<file path="config.mk">
export PLATFORM = sky130hd
export DESIGN_NAME = hold_exit_ramp
export DESIGN_NICKNAME = d
export VERILOG_FILES = /design/src/rtl/hold_exit_ramp.sv
export SDC_FILE = /design/constraint.sdc
export NUM_CORES = 1
export LEC_CHECK = 0
export ABC_AREA = 1
export BUFFER_PORTS_ARGS = -buffer_cell sky130_fd_sc_hd__buf_2
export CELL_PAD_IN_SITES_DETAIL_PLACEMENT = 1
export CELL_PAD_IN_SITES_GLOBAL_PLACEMENT = 1
export CORE_ASPECT_RATIO = 0.7
export CORE_MARGIN = 4
export CORE_UTILIZATION = 46
export DETAILED_ROUTE_END_ITERATION = 10
export GPL_TIMING_DRIVEN = 1
export HOLD_SLACK_MARGIN = 0.15
export PLACE_DENSITY_LB_ADDON = 0.05
export SYNTH_ARGS = -nofsm -noshare
export SYNTH_HDL_FRONTEND = slang
export SYNTH_SLANG_ARGS = --single-unit
</file>
<file path="constraint.sdc">
create_clock -name clk -period 9.3 [get_ports clk]
set_input_delay 0 -clock clk [delete_from_list [all_inputs] [get_ports clk]]
set_output_delay 0 -clock clk [all_outputs]
set_load 0.01 [all_outputs]
</file>
<file path="src/rtl/hold_exit_ramp.sv">
module hold_exit_ramp #(
  parameter int W       = 32,
  parameter int NRATES  = 40,
  parameter int IDXW    = $clog2(NRATES),
  parameter int DEF_IDX = 20
) (
  input  logic            clk,
  input  logic            rst_n,
  input  logic            start,
  input  logic [W-1:0]    hold_freq,
  input  logic [W-1:0]    tgt_freq,
  input  logic [IDXW-1:0] rate_sel,
  input  logic            tick,
  output logic [W-1:0]    freq_out,
  output logic            busy,
  output logic            done
);
  localparam logic [IDXW-1:0] LAST_IDX = IDXW'(NRATES - 1);
  localparam logic [IDXW-1:0] DEF_SEL  = IDXW'(DEF_IDX);

  function automatic logic [W-1:0] step_of(input logic [IDXW-1:0] i);
    logic [IDXW-1:0] j;
    j = (i > LAST_IDX) ? DEF_SEL : i;
    return ({{(W-3){1'b0}}, 3'd4} + {{(W-2){1'b0}}, j[1:0]}) << (j >> 2);
  endfunction

  logic [W-1:0] cur_q, tgt_q, rem_q, step_q;
  logic         up_q, busy_q, done_q;

  logic         accept, up_in, last;
  logic [W-1:0] mag_in, next_cur;

  assign accept   = start && !busy_q;
  assign up_in    = tgt_freq > hold_freq;
  assign mag_in   = up_in ? tgt_freq - hold_freq : hold_freq - tgt_freq;
  assign last     = rem_q <= step_q;
  assign next_cur = up_q ? cur_q + step_q : cur_q - step_q;

  always_ff @(posedge clk) begin
    if (!rst_n) begin
      cur_q  <= '0;
      tgt_q  <= '0;
      rem_q  <= '0;
      step_q <= '0;
      up_q   <= 1'b0;
      busy_q <= 1'b0;
      done_q <= 1'b0;
    end else begin
      done_q <= 1'b0;
      if (accept) begin
        tgt_q  <= tgt_freq;
        step_q <= step_of(rate_sel);
        up_q   <= up_in;
        rem_q  <= mag_in;
        if (mag_in == '0) begin
          cur_q  <= tgt_freq;
          done_q <= 1'b1;
        end else begin
          cur_q  <= hold_freq;
          busy_q <= 1'b1;
        end
      end else if (busy_q && tick) begin
        if (last) begin
          cur_q  <= tgt_q;
          rem_q  <= '0;
          busy_q <= 1'b0;
          done_q <= 1'b1;
        end else begin
          cur_q  <= next_cur;
          rem_q  <= rem_q - step_q;
        end
      end
    end
  end

  assign freq_out = cur_q;
  assign busy     = busy_q;
  assign done     = done_q;
endmodule

</file>
==> out/results.md <==
| Parameter | This run |
| --- | --- |
| Result of the run | complete, no violations |
| Number of detailed-routing iterations run before antenna repair | 5 |
| Hold Crit Class | in -> reg |
| Max Clock Skew | 0.00899 ns |
| Total negative slack | 0 ns |
| Post-route non-filler standard cell count | 3159 |
| Count of final setup violators | 0 |
| Die Area | 34500 um2 |
| DR vias/cell | 5.78 |
| Unrepaired setup endpoints after global routing | false |
| Number of buffers and inverters on the critical path | 1 |
| DRC marker count from the first detailed-route iteration | 2007 |
| Static power due to leakage | 9.49 nW |
| Clock transition at path regs | 0.06 ns |
| Synthesis Warnings | 0 |
| Standard-cell row count | 54 |
| Fraction of final layout cells sized beyond drive strength 1 | 7.31% |
| Number of synthesized flops with an enable pin | 0 |
| Number of pins exceeding their max-slew limit in the final report | 0 |
| Worst setup EP type | flip-flop |
| Total power | 3.03 mW |
| Power density over cell area | 182 nW/um2 |
| Summed instance area of the synthesized netlist | 14500 um2 |
| Detail Route Antenna Nets | 0 |
| Peak supply drop | 0.116 mV |
| Via count | 18.3k |
| Critical Path Slowest Stage Cell | sky130_fd_sc_hd__ha_1 |
| Residual DRC count | 0 |
| Number of distinct library cells after synthesis | 50 |
| Detailed placement HPWL | 54400 um |
| Type of origin of the critical path | flip-flop |
| Max Clk Rate | 209 MHz |
| Async set-or-reset flop fraction in the synthesized netlist | 0% |
| Avg Inst Size Synth | 5.61 um2 |
| Period utilisation layout | 51.4% |
| Category of the most critical setup path | reg -> reg |
| Number of antenna violations at the first check in global routing | 8 |
| Main flop type after synthesis | sky130_fd_sc_hd__dfxtp_1 |
| Post-synthesis to final-layout area growth | 14.5% |
| Number of buffers on the longest clock path | 2 |
| Initial standard-cell utilization of the core | 46.6% |
| Actual slew at the worst max-slew pin | 1.02 ns |
| GRT Residual Overflow | 0 |
| Die H | 157 um |
| Min Clock Period, post-route | 4.78 ns |
| Cell Chain, Critical Path | nor3_1 > nand3_1 > nor3_1 > nand3_1 > nor3_1 > nand2_1 > nand2_1 > inv_1 > nand2_1 > o21ai_0 > ha_1 > nand2_1 > nor4_1 > nand2_1 > o21ai_0 > a21o_1 > nand2_1 > nand3_1 > nand3_1 > a21oi_1 > a21oi_1 |
| Maximum number of pins on one net before global-route repair | 68 |
| Routed length per placed instance | 22.6 um |
| Sum of routed wire length over all layers | 71300 um |
| Top cells by area in the synthesized netlist | sky130_fd_sc_hd__nand2_1, sky130_fd_sc_hd__dfxtp_1, sky130_fd_sc_hd__inv_1, sky130_fd_sc_hd__ha_1, sky130_fd_sc_hd__a21oi_1 |
| Leading area contributor after synthesis | sky130_fd_sc_hd__nand2_1 |
| Total of fill cells in the finished design | 4565 |
| Endpoint arrival time on the critical path | 5.12 ns |
| Sequential fraction of the synthesis area | 16.1% |
| I/O pin cnt | 108 |
| Die width | 220 um |
| Post-synthesis sequential element count | 117 |
| Count of final hold-check violations | 0 |
| Wire length of the first global-routing pass | 107000 um |
| CTS tree | yes |
| Final net count | 2915 |
| Data required time at the worst endpoint | 9.64 ns |
| Number of H-tree levels | 4 |
| Crit-path max FO | 8 |
| Max transition margin | 32.1% |
| CORE AREA | 31100 um2 |
| Clock latency reported for the late side of the worst-skew pair | 0.45 ns |
| Clock root buffer | sky130_fd_sc_hd__clkbuf_16 |
| Global routing usage summed across all routing layers | 40.9% |
| TritonCTS Buffers | 17 |
| Syn_nets | 2779 |
| Final core utilization | 53.4% |
| Number of sinks on the clock net | 117 |
| Critical Path Max Stage Delay | 0.43 ns |
| Max-cap violation count | 0 |
| Synthesized instance count | 2587 |
| Cell type with the highest occurrence count on the critical path | sky130_fd_sc_hd__nand2_1 |
| Number of global-route vias before repair | 18.0k |
| Share of the synthesized area in the top cell type | 25.2% |
| Cell family contributing the most delay on the critical path | simple AND/OR/NAND/NOR gates |
| Routability Congestion | 1.04 |
| Count of buffers from port buffering | 107 |
| Placed cell count | 3045 |
## where the power goes
part | switching, mW | internal [mW] | total [mW]
registers | 0.0680 | 0.565 | 0.633
logic | 1.17 | 0.540 | 1.71
clock network | 0.260 | 0.432 | 0.693
total | 1.49 | 1.54 | 3.03
## through the flow
stage / worst slack (ns) / instance area, um2 / hold WS, ns
after floorplan: 5.48 / 14500 / 0.149
after global placement: 4.81 / 15200 / 0.315
final: 4.52 / 16600 / 0.271
after global routing: 4.07 / 16600 / 0.271
after CTS: 4.61 / 16600 / 0.243
after detailed placement: 4.69 / 15200 / 0.315
## cell usage after synthesis (all sizes together), types with 29 or more instances
library cell	number
nand2	994
inv	442
a21oi	212
nor2	153
nand3	119
dfxtp	117
ha	114
o21ai	93
nand4	60
xor2	51
clkbuf	41
buf	37
nor3	32
xnor2	29
## flip-flops by register name, summed over array words and instances, names as in the netlist
name / flops
rem_q: 32
tgt_q: 32
freq_out: 32
step_q: 18
up_q: 1
done: 1
busy: 1
## worst register-to-register path, cell delays in order, from the launching register on
cell                      delay [ns]
sky130_fd_sc_hd__dfxtp_1        0.36
sky130_fd_sc_hd__nor3_1         0.34
sky130_fd_sc_hd__nand3_1        0.16
sky130_fd_sc_hd__nor3_1         0.27
sky130_fd_sc_hd__nand3_1        0.18
sky130_fd_sc_hd__nor3_1         0.31
sky130_fd_sc_hd__nand2_1        0.10
sky130_fd_sc_hd__nand2_1        0.31
sky130_fd_sc_hd__inv_1          0.11
sky130_fd_sc_hd__nand2_1        0.08
sky130_fd_sc_hd__o21ai_0        0.24
sky130_fd_sc_hd__ha_1           0.43
sky130_fd_sc_hd__nand2_1        0.12
sky130_fd_sc_hd__nor4_1         0.35
sky130_fd_sc_hd__nand2_1        0.09
sky130_fd_sc_hd__o21ai_0        0.35
sky130_fd_sc_hd__a21o_1         0.27
sky130_fd_sc_hd__nand2_1        0.09
sky130_fd_sc_hd__nand3_1        0.08
sky130_fd_sc_hd__nand3_1        0.11
sky130_fd_sc_hd__a21oi_1        0.23
sky130_fd_sc_hd__a21oi_1        0.09
## cell families after synthesis
family          count (synthesis)  share of synthesized area (%)
simple gates                 1384                           40.3
xor+xnor                       80                           4.83
flops                         117                           16.1
compound gates                367                           13.9
buf+inv                       521                           14.4
fa+ha+maj                     118                           10.4
## path summary, 6_finish.rpt
| path | startpoint | to | slack, ns | cells past startpoint |
|---|---|---|---|---|
| worst min register to register | tgt_q[17]$_SDFFE_PN0P_ | tgt_q[17]$_SDFFE_PN0P_ | 0.47 | 2 |
| worst min-delay path | rst_n | rem_q[25]$_SDFFE_PN0P_ | 0.27 | 4 |
| worst max-delay path | step_q[0]$_SDFFE_PN0P_ | freq_out[28]$_SDFFE_PN0P_ | 4.52 | 21 |
| worst max register to register | step_q[0]$_SDFFE_PN0P_ | freq_out[28]$_SDFFE_PN0P_ | 4.52 | 21 |
## repair_timing
item,in CTS,in global routing
hold buffers,79,0
hold endpoints to repair,80,0
setup buffers,0,0
resized for setup,0,0
## layout make-up
cell class | instances | area [um2] | share of cell area (%)
antenna | 4 | 10.0 | 0.0602
tap | 420 | 526 | 3.16
sequential | 117 | 2340 | 14.1
clock inverter | 9 | 128 | 0.768
clock buffer | 22 | 464 | 2.79
timing repair buffer | 195 | 1390 | 8.38
inverter | 443 | 1660 | 10.0
multi-input combinational | 1949 | 10100 | 60.7
## routing by layer
layer  up-vias  GRT usage [%]  part of all wire, %
li1       8407              -                    -
met1      8860           57.4                   45
met2       847           59.5                   41
met3       144           13.8                   11
met4        12           11.7                  2.9
met5         -              0                0.097
## cell usage in the layout, fill, tap and decap left out, types with 31 or more instances in the layout
cell / synthesis / routed
sky130_fd_sc_hd__a21oi_1: 210 / 210
sky130_fd_sc_hd__buf_2: 17 / 107
sky130_fd_sc_hd__dfxtp_1: 117 / 117
sky130_fd_sc_hd__dlygate4sd3_1: 0 / 79
sky130_fd_sc_hd__ha_1: 114 / 114
sky130_fd_sc_hd__inv_1: 434 / 433
sky130_fd_sc_hd__nand2_1: 975 / 975
sky130_fd_sc_hd__nand3_1: 116 / 116
sky130_fd_sc_hd__nand4_1: 60 / 60
sky130_fd_sc_hd__nor2_1: 141 / 139
sky130_fd_sc_hd__nor3_1: 31 / 31
sky130_fd_sc_hd__o21ai_0: 87 / 87
sky130_fd_sc_hd__xor2_1: 51 / 51
Note: power is estimated with default switching activity, not from simulation.
